$ cat config.mk
export PLATFORM = sky130hd
export DESIGN_NAME = i2c_reg_target
export DESIGN_NICKNAME = d
export VERILOG_FILES = /design/src/rtl/i2c_tgt_pkg.sv /design/src/rtl/i2c_line_sync.sv /design/src/rtl/i2c_tgt_engine.sv /design/src/rtl/i2c_tgt_regbank.sv /design/src/rtl/i2c_reg_target.sv
export SDC_FILE = /design/constraint.sdc
export NUM_CORES = 1
export LEC_CHECK = 0
export BUFFER_PORTS_ARGS = -buffer_cell sky130_fd_sc_hd__clkbuf_2
export CAP_MARGIN = 20
export CORE_ASPECT_RATIO = 1.1
export CORE_UTILIZATION = 29
export CTS_CLUSTER_DIAMETER = 150
export DETAILED_ROUTE_END_ITERATION = 10
export SYNTH_ARGS = -nofsm -noshare
export SYNTH_HDL_FRONTEND = slang
export SYNTH_HIERARCHICAL = 1
export SYNTH_SLANG_ARGS = --single-unit
$ cat constraint.sdc
create_clock -name clk -period 3 [get_ports clk]
set_clock_uncertainty 0.1 [all_clocks]
set_input_delay 0.45 -clock clk [delete_from_list [all_inputs] [get_ports clk]]
set_output_delay 0.45 -clock clk [all_outputs]
set_load 0.1 [all_outputs]
$ cat src/rtl/i2c_tgt_pkg.sv
// Shared definitions for the I2C register target.
// Assumes 8-bit registers and an 8-bit register pointer.
package i2c_tgt_pkg;
    localparam int DATA_W = 8;

    typedef enum logic [2:0] {
        ST_IDLE,
        ST_ADDR,
        ST_ACK,
        ST_WR,
        ST_RD,
        ST_RACK
    } tgt_state_e;
endpackage

$ cat src/rtl/i2c_line_sync.sv
// Brings SCL and SDA into the clock domain through two flops each and
// flags clock edges and START/STOP conditions. Assumes the bus idles high.
module i2c_line_sync (
    input  logic clk,
    input  logic rst_n,
    input  logic scl_i,
    input  logic sda_i,
    output logic sda_s,
    output logic scl_rise,
    output logic scl_fall,
    output logic start_det,
    output logic stop_det
);
    logic [1:0] meta_q, sync_q, prev_q;  // bit 1 = SCL, bit 0 = SDA

    // Synchroniser chain plus one history stage for edge detection.
    always_ff @(posedge clk) begin
        if (!rst_n) begin
            meta_q <= 2'b11;
            sync_q <= 2'b11;
            prev_q <= 2'b11;
        end else begin
            meta_q <= {scl_i, sda_i};
            sync_q <= meta_q;
            prev_q <= sync_q;
        end
    end

    // Edge and bus-condition decode.
    always_comb begin
        sda_s     = sync_q[0];
        scl_rise  = sync_q[1] & ~prev_q[1];
        scl_fall  = ~sync_q[1] & prev_q[1];
        start_det = sync_q[1] & prev_q[1] & prev_q[0] & ~sync_q[0];
        stop_det  = sync_q[1] & prev_q[1] & ~prev_q[0] & sync_q[0];
    end
endmodule

$ cat src/rtl/i2c_tgt_engine.sv
// Byte-level bus engine: address match, ACK generation, pointer capture,
// write strobes and read shifting. The pointer never auto-increments and
// persists across transactions. Assumes inputs from i2c_line_sync.
module i2c_tgt_engine
    import i2c_tgt_pkg::*;
#(
    parameter logic [6:0] TGT_ADDR = 7'h20
) (
    input  logic              clk,
    input  logic              rst_n,
    input  logic              sda_s,
    input  logic              scl_rise,
    input  logic              scl_fall,
    input  logic              start_det,
    input  logic              stop_det,
    input  logic [DATA_W-1:0] rdata,
    output logic              sda_oe,
    output logic              wr_en,
    output logic [DATA_W-1:0] wr_data,
    output logic              rd_load,
    output logic [DATA_W-1:0] ptr
);
    tgt_state_e        state_q;
    logic [2:0]        cnt_q;
    logic [DATA_W-1:0] sh_q;
    logic              is_rd_q, first_wr_q, ack_drv_q, mack_q;

    // Main bus state machine; START/STOP override every state.
    always_ff @(posedge clk) begin
        if (!rst_n) begin
            state_q    <= ST_IDLE;
            cnt_q      <= '0;
            sh_q       <= '0;
            is_rd_q    <= 1'b0;
            first_wr_q <= 1'b0;
            ack_drv_q  <= 1'b0;
            mack_q     <= 1'b0;
            sda_oe     <= 1'b0;
            wr_en      <= 1'b0;
            wr_data    <= '0;
            rd_load    <= 1'b0;
            ptr        <= '0;
        end else begin
            wr_en   <= 1'b0;
            rd_load <= 1'b0;
            if (start_det) begin
                state_q    <= ST_ADDR;
                cnt_q      <= '0;
                sda_oe     <= 1'b0;
                ack_drv_q  <= 1'b0;
                first_wr_q <= 1'b1;
            end else if (stop_det) begin
                state_q   <= ST_IDLE;
                sda_oe    <= 1'b0;
                ack_drv_q <= 1'b0;
            end else begin
                case (state_q)
                    ST_ADDR: if (scl_rise) begin
                        sh_q  <= {sh_q[6:0], sda_s};
                        cnt_q <= cnt_q + 3'd1;
                        if (cnt_q == 3'd7) begin
                            is_rd_q <= sda_s;
                            state_q <= (sh_q[6:0] == TGT_ADDR) ? ST_ACK : ST_IDLE;
                        end
                    end
                    ST_ACK: if (scl_fall) begin
                        if (!ack_drv_q) begin
                            sda_oe    <= 1'b1;
                            ack_drv_q <= 1'b1;
                        end else begin
                            ack_drv_q <= 1'b0;
                            cnt_q     <= '0;
                            if (is_rd_q) begin
                                sh_q    <= rdata;
                                sda_oe  <= ~rdata[7];
                                rd_load <= 1'b1;
                                state_q <= ST_RD;
                            end else begin
                                sda_oe  <= 1'b0;
                                state_q <= ST_WR;
                            end
                        end
                    end
                    ST_WR: if (scl_rise) begin
                        sh_q  <= {sh_q[6:0], sda_s};
                        cnt_q <= cnt_q + 3'd1;
                        if (cnt_q == 3'd7) begin
                            state_q <= ST_ACK;
                            if (first_wr_q) begin
                                ptr        <= {sh_q[6:0], sda_s};
                                first_wr_q <= 1'b0;
                            end else begin
                                wr_en   <= 1'b1;
                                wr_data <= {sh_q[6:0], sda_s};
                            end
                        end
                    end
                    ST_RD: if (scl_fall) begin
                        if (cnt_q == 3'd7) begin
                            sda_oe  <= 1'b0;
                            state_q <= ST_RACK;
                        end else begin
                            sh_q   <= {sh_q[6:0], 1'b0};
                            sda_oe <= ~sh_q[6];
                            cnt_q  <= cnt_q + 3'd1;
                        end
                    end
                    ST_RACK: begin
                        if (scl_rise) mack_q <= ~sda_s;
                        if (scl_fall) begin
                            if (mack_q) begin
                                sh_q    <= rdata;
                                sda_oe  <= ~rdata[7];
                                rd_load <= 1'b1;
                                cnt_q   <= '0;
                                state_q <= ST_RD;
                            end else begin
                                state_q <= ST_IDLE;
                            end
                        end
                    end
                    default: ;
                endcase
            end
        end
    end

    AST_STOP_RELEASES: assert property (@(posedge clk) disable iff (!rst_n)
        stop_det && !start_det |=> !sda_oe && state_q == ST_IDLE);
    AST_START_RESTARTS: assert property (@(posedge clk) disable iff (!rst_n)
        start_det |=> !sda_oe && state_q == ST_ADDR);
    AST_WR_AFTER_POINTER: assert property (@(posedge clk) disable iff (!rst_n)
        wr_en |-> !first_wr_q && state_q == ST_ACK);
    AST_LOAD_ONE_CYCLE: assert property (@(posedge clk) disable iff (!rst_n)
        rd_load |=> !rd_load);
endmodule

$ cat src/rtl/i2c_tgt_regbank.sv
// Register bank: status at location 0, NUM_RW read/write registers after
// it, and the brownout flag with its alert-clearing protocol.
// Assumes write and read strobes are single-cycle pulses from the engine.
module i2c_tgt_regbank
    import i2c_tgt_pkg::*;
#(
    parameter int NUM_RW = 3
) (
    input  logic                     clk,
    input  logic                     rst_n,
    input  logic                     wr_en,
    input  logic [DATA_W-1:0]        wr_data,
    input  logic                     rd_load,
    input  logic [DATA_W-1:0]        ptr,
    input  logic [6:0]               stat_i,
    input  logic                     brownout_i,
    output logic [DATA_W-1:0]        rdata,
    output logic                     stat_rd,
    output logic                     alert,
    output logic [NUM_RW*DATA_W-1:0] cfg
);
    logic [DATA_W-1:0] rw_q [NUM_RW];
    logic              bo_q, seen_hi_q, armed_q, ctl0_prev_q;
    logic              ctl0;

    assign ctl0    = rw_q[0][0];
    assign stat_rd = rd_load && (ptr == '0);

    // One write-enabled register per implemented location.
    for (genvar k = 0; k < NUM_RW; k++) begin : g_rw
        always_ff @(posedge clk) begin
            if (!rst_n)                                     rw_q[k] <= '0;
            else if (wr_en && ptr == DATA_W'(k + 1))        rw_q[k] <= wr_data;
        end
        assign cfg[k*DATA_W +: DATA_W] = rw_q[k];
    end

    // Read multiplexer; unimplemented locations read zero.
    always_comb begin
        rdata = '0;
        if (ptr == '0) rdata = {stat_i[6:4], bo_q, stat_i[3:0]};
        for (int k = 0; k < NUM_RW; k++)
            if (ptr == DATA_W'(k + 1)) rdata = rw_q[k];
    end

    // Brownout flag, alert and the low-high-low arming of the clear.
    always_ff @(posedge clk) begin
        if (!rst_n) begin
            bo_q        <= 1'b0;
            alert       <= 1'b0;
            seen_hi_q   <= 1'b0;
            armed_q     <= 1'b0;
            ctl0_prev_q <= 1'b0;
        end else begin
            ctl0_prev_q <= ctl0;
            if (ctl0 && !ctl0_prev_q) seen_hi_q <= 1'b1;
            if (!ctl0 && ctl0_prev_q && seen_hi_q) begin
                armed_q   <= 1'b1;
                seen_hi_q <= 1'b0;
            end
            if (stat_rd) begin
                alert <= 1'b0;
                if (armed_q) begin
                    bo_q    <= 1'b0;
                    armed_q <= 1'b0;
                end
            end
            if (brownout_i) begin
                bo_q  <= 1'b1;
                alert <= 1'b1;
            end
        end
    end

    AST_BO_SETS_ALERT: assert property (@(posedge clk) disable iff (!rst_n)
        brownout_i |=> bo_q && alert);
    AST_BO_STICKY: assert property (@(posedge clk) disable iff (!rst_n)
        bo_q && !stat_rd |=> bo_q);
    AST_BO_CLEAR_ARMED: assert property (@(posedge clk) disable iff (!rst_n)
        $fell(bo_q) |-> $past(armed_q) && $past(stat_rd));
    AST_UNIMPL_NO_WRITE: assert property (@(posedge clk) disable iff (!rst_n)
        wr_en && (ptr == '0 || ptr > DATA_W'(NUM_RW)) |=> $stable(cfg));
endmodule

$ cat src/rtl/i2c_reg_target.sv
// Top level of the I2C register target: synchroniser, bus engine and
// register bank. Slave-only, no clock stretching, SDA is open-drain via
// sda_oe_o. Assumes SCL is slow relative to clk (at least 8 clk per phase).
module i2c_reg_target
    import i2c_tgt_pkg::*;
#(
    parameter logic [6:0] TGT_ADDR = 7'h20,
    parameter int         NUM_RW   = 3
) (
    input  logic                     clk,
    input  logic                     rst_n,
    input  logic                     scl_i,
    input  logic                     sda_i,
    output logic                     sda_oe_o,
    input  logic [6:0]               stat_i,
    input  logic                     brownout_i,
    output logic                     stat_rd_o,
    output logic                     alert_o,
    output logic [NUM_RW*DATA_W-1:0] cfg_o
);
    logic              sda_s, scl_rise, scl_fall, start_det, stop_det;
    logic              wr_en, rd_load;
    logic [DATA_W-1:0] wr_data, ptr, rdata;

    i2c_line_sync u_sync (
        .clk(clk), .rst_n(rst_n), .scl_i(scl_i), .sda_i(sda_i),
        .sda_s(sda_s), .scl_rise(scl_rise), .scl_fall(scl_fall),
        .start_det(start_det), .stop_det(stop_det)
    );

    i2c_tgt_engine #(.TGT_ADDR(TGT_ADDR)) u_eng (
        .clk(clk), .rst_n(rst_n), .sda_s(sda_s), .scl_rise(scl_rise),
        .scl_fall(scl_fall), .start_det(start_det), .stop_det(stop_det),
        .rdata(rdata), .sda_oe(sda_oe_o), .wr_en(wr_en), .wr_data(wr_data),
        .rd_load(rd_load), .ptr(ptr)
    );

    i2c_tgt_regbank #(.NUM_RW(NUM_RW)) u_bank (
        .clk(clk), .rst_n(rst_n), .wr_en(wr_en), .wr_data(wr_data),
        .rd_load(rd_load), .ptr(ptr), .stat_i(stat_i),
        .brownout_i(brownout_i), .rdata(rdata), .stat_rd(stat_rd_o),
        .alert(alert_o), .cfg(cfg_o)
    );

    AST_STAT_PULSE: assert property (@(posedge clk) disable iff (!rst_n)
        stat_rd_o |=> !stat_rd_o);
endmodule

=== Yosys cells after proc, flatten, opt, wreduce, memory -nomap -nowiden ===
Memory sizes are Yosys's and may differ from the RTL's.
Cells that the tools add are included.

* Memories kept: 1
* Logic and storage cells: 193
* Input port bits: 12
* Register bits after elaboration: 47
* Memory bits (writable): 24

{| class="wikitable"
|+ Memory list
! name !! depth !! bits a word !! rd ports !! clocked after Yosys merged registers in !! write ports !! RTL line !! source
|-
| u_bank.rw_q || 3 || 8 || 3 || 0 || 3 || i2c_tgt_regbank.sv:22 || <nowiki>logic [DATA_W-1:0] rw_q [NUM_RW];</nowiki>
|}

* Mux-type cells: 78
* Add/subtract/negate cells: 1
* Reductions and logical operators: 36
* Eq/ne operators: 33
* Bitwise logic cells: 23

{| class="wikitable"
|+ Operator list
! kind !! number
|-
| 7-bit 2-to-1 mux || 8
|-
| 8-bit 2-to-1 mux || 7
|-
| 3-bit 2-to-1 mux || 18
|-
| 1-bit 2-to-1 mux || 39
|-
| 7-bit one-hot mux with 4 select lines || 1
|-
| 4-bit != test (second input constant) || 5
|-
| 10-bit AND reduction || 2
|-
| 8-bit by 2-bit equality test with 1-bit output (second input constant) || 2
|-
| 4-bit by 3-bit != test with 1-bit output (second input constant) || 4
|-
| 3-bit one-hot mux with 5 select lines || 1
|-
| 2-bit by 1-bit != test with 1-bit output (second input constant) || 7
|-
| 2-bit != test (second input constant) || 7
|-
| 1-bit inverter || 13
|-
| 3-bit one-hot mux with 4 select lines || 1
|-
| 6-bit AND reduction || 2
|-
| 11-bit AND reduction || 1
|-
| 5-bit AND reduction || 2
|-
| 2-bit nonzero test || 5
|-
| 3-bit equality test (second input constant) || 3
|-
| 9-bit AND reduction || 1
|-
| 8-bit by 1-bit equality test with 1-bit output (second input constant) || 1
|-
| 8-bit zero test || 1
|-
| 4-bit AND reduction || 2
|-
| 1-bit AND || 7
|-
| 18 further kinds || 31
|}

=== Logic depth before layout (Yosys ltp) ===
* Depth after elaboration: 10
* Gate-level depth with buffers: 8
* Mapped depth without buffers: 6

=== Modules after synthesis ===
The synthesis kept the hierarchy.

{| class="wikitable"
|+ By module, submodules not included
! module !! cells an instance !! times used !! sequential area each (um^2) !! area each (um^2)
|-
| i2c_tgt_engine || 195 || 1 || 720.7 || 1783.0
|-
| i2c_tgt_regbank || 102 || 1 || 820.8 || 1452.6
|-
| i2c_line_sync || 16 || 1 || 120.1 || 190.2
|}

=== Worst setup path before layout ===
OpenSTA, ideal clock, no wires.

* Path type: register to output
* Start: register u_eng.ptr[5]
* End: output port stat_rd_o
* Buffers on the path: 2
* Stages on the path, launching flop included: 6
* Setup slack: 0.469 ns
* Data required time: 2.450 ns
* Arrival time: 1.981 ns
* Path through: dfxtp_1 or4_4 buf_6 nor2_2 buf_2 and2_1

* Cells in the longest elaborated chain, start to end: 2

{| class="wikitable"
|+ Ends and longest elaborated chain
! item !! RTL line !! source
|-
| from (decl) || i2c_tgt_engine.sv:21 || <nowiki>output logic [DATA_W-1:0] ptr</nowiki>
|-
| from (signal assigned) || i2c_tgt_engine.sv:90 || <nowiki>ptr <= {sh_q[6:0], sda_s};</nowiki>
|-
| 8-bit zero test || i2c_tgt_regbank.sv:27 || <nowiki>assign stat_rd = rd_load && (ptr == '0);</nowiki>
|-
| 1-bit logical AND || i2c_tgt_regbank.sv:27 ||
|-
| to (decl) || i2c_reg_target.sv:17 || <nowiki>output logic stat_rd_o,</nowiki>
|}

Every way passes these cells.

=== Final worst setup path ===
Same ends and word-level chain as after synthesis.

==> impl_metrics.csv <==
group,metric,value,unit
run_status,outcome,"complete, no violations",
final_layout,n_antenna_cell,0,
clock_network,cts_buffers,9,
synthesis,syn_area_per_cell,10.95,sq um
route,drt_first_pass_iters,4,
clock_network,clock_latency,0.33,ns
power_and_ir_drop,p_clk_share,43.1,%
grt,grt_pass1_wl,13350,um
route,viasPerCell,5.055,
floorplanning,die_w,105.6,um
sta,hold_slack,0.2052,ns
clock_network,cts_htree_levels,3,
floorplanning,rows,41,
grt,grt_usage,14.46,%
synthesis,synth_top_area_cell,"dfxtp_1",
final_layout,fin_nets,370,
route,drt_iter0_markers,157,
critical_path,required,2.45,ns
sta,worstMarginPinSlew,0.7214,ns
sta,rsz0062_at_grt,"false",
synthesis,synth_most_common_cell,"dfxtp_1",
power_and_ir_drop,p_switching,620.8,uW
synthesis,synth_seq_cells,71,
sta,timing.final.crit_share,84.95,%
synthesis,synth.cell_area,3426,sq um
clock_network,clock_path_buffers,2,
synthesis,syn_inst,313,
grt,antenna_found_initial,0,
synthesis,synth_top_area_share,27.47,%
clock_network,cts_setup_buffers,0,
placed_design,io_buffers,38,
sta,finalCriticalPeriod,2.548,ns
synthesis,synth_ff_type,"dfxtp_1",
synthesis,synth_common_cells,"dfxtp_1 (47), and2_1 (34), edfxtp_1 (24), o21ai_0 (23), nand3_1 (18)",
route,drtAntennaViolNets,0,
synthesis,netlist_top_cells_area,"dfxtp_1 (27%), edfxtp_1 (21%), and2_1 (6.2%), mux4_2 (5.3%), o21ai_0 (3.4%)",
grt,gr-total-overflow,0,
route,remaining_drc_errors,0,
route,wl,8226,um
grt,first_global_vias,2583,
sta,setup_viol,0,
clock_network,cts_resized,0,
critical_path,crit_type,"reg -> out",
sta,slew_violations,0,
clock_network,clkSinkCount,71,
final_layout,n_fill_cell,1176,
final_layout,drive_above_1_share,25.21,%
job,drv_cap,0,
critical_path,crit_fanout,7,
final_layout,syn2layout_area_growth,18.33,%
sta,final_hold_viol_count,0,
synthesis,yosys_warnings,6,
synthesis,synthDistinctLibCells,60,
power_and_ir_drop,leakage,0.001494,uW
power_and_ir_drop,power_frac_comb,10.8,%
power_and_ir_drop,p_per_area,554.2,nW/um^2
synthesis,synthesis.nets,327,
power_and_ir_drop,internal_power,1626,uW
sta,finalSetupTns,0,ns
hold_path,hold_class,"in -> reg",
floorplanning,floorplan.initialDensity,29.81,%
synthesis,ys_seq_area_share,48.50,%
sta,clock.fmax,0.3924,GHz
floorplanning,die_area,12250,sq um
clock_network,path_clk_slew,0.06,ns
synthesis,async_flop_share,0,%
clock_network,cts_tree,"built",
power_and_ir_drop,p_sw_share,27.63,%
floorplanning,num_io_pins,39,
floorplanning,core,11490,sq um
placed_design,place_hpwl,5970,um
clock_network,holdBufCountCts,0,
power_and_ir_drop,power_frac_seq,46.2,%
synthesis,synth-edff-count,24,
critical_path,arrival,2.00,ns
route,num_vias,2583,
placed_design,place_congestion,0.8124,
power_and_ir_drop,ir_worst_vdd,0.2177,mV
clock_network,clockRootBuffer,"clkbuf_16",
route,routedWlPerCell,16.10,um
floorplanning,die_height,116.0,um
critical_path,critPathLaunchType,"flip-flop",
sta,slew_headroom,51.50,%
critical_path,critPathCaptureType,"output pin",
grt,grt_max_degree,32,
## flip-flops by register name, indices dropped and copies added, names as in the netlist, 2 cells and up
name / count
u_eng/cnt_q: 3
u_sync/prev_q: 2
u_bank/rw_q: 24
u_eng/state_q: 3
u_sync/sync_q: 2
u_eng/ptr: 8
u_eng/wr_data: 8
u_eng/sh_q: 7
u_sync/meta_q: 2
## metal layers
layer / GRT usage (%) / part of all wire, %
met2: 24.30 / 50
met3: 2.812 / 3.1
met5: 0 / 0
met4: 6.759 / 1.4
met1: 18.03 / 46
## cells by family after synthesis
family	after synthesis	share of synthesized area (%)
and+or+nand+nor	125	23.19
DFF	71	48.50
AOI/OAI and AO/OA	68	14.65
buffers and inverters	26	3.944
muxes	19	8.473
xor gates and xnor gates	2	0.5114
adders and majority gates	2	0.7303
## worst max-delay path, cell delays in order (launching register included)
cell,delay [ns]
dfxtp_1,0.31
or4_4,0.62
nor2_2,0.15
and2_1,0.13
clkbuf_2,0.45
## stage by stage
stage,total power [uW],cell area (sq um),std cells,worst slack [ns],utilization [%]
after global routing,2332,4054,511,0.3656,35.28
after detailed placement,1300,3781,495,0.7115,32.91
after global placement,1298,3781,495,0.7708,32.91
after CTS,2271,4054,511,0.4436,35.28
final,2247,4054,511,0.4516,35.28
after floorplan,1247,3426,313,0.4694,-
## layout make-up
class | instances | area (sq um) | area share (%)
repair buffers | 48 | 265.3 | 6.543
clock buffers | 9 | 225.2 | 5.556
well taps | 150 | 187.7 | 4.630
multi-input cells | 216 | 1629 | 40.19
flip-flops and latches | 71 | 1662 | 40.99
clock inverters | 7 | 47.55 | 1.173
inverters | 10 | 37.54 | 0.9259
## power groups by stage
| stage | combinational, uW | clock, uW | sequential [uW] |
|---|---|---|---|
| after CTS | 243 | 991 | 1040 |
| final | 242 | 968 | 1040 |
| after floorplan | 68.9 | 0 | 1180 |
| after detailed placement | 242 | 0 | 1060 |
| after global routing | 254 | 1040 | 1040 |
| after global placement | 242 | 0 | 1060 |
## worst paths after layout
check,startpoint,end,slack [ns],depth (start not counted)
max,u_eng/ptr[5],stat_rd_o,0.45,4
min,sda_i,u_sync/meta_q[0],0.21,2
max reg2reg,u_eng/ptr[7],u_bank/rw_q[2][7],0.71,3
min reg2reg,u_sync/meta_q[0],u_sync/sync_q[0],0.31,1
## layout by cell type (no fill, tap or decap), types with 10 or more instances in the layout
cell type  Yosys  final
dfxtp_1       47     47
clkbuf_2       0     38
and2_1        34     34
edfxtp_1      24     24
o21ai_0       23     23
nand3_1       18     18
nand2_1       15     15
a31oi_1       11     11
nand2b_1      11     11
mux2i_1       11     11
buf_4          3     10
inv_1         10     10
nor2_1        10     10
No activity file was read; power rests on OpenSTA's default activity.
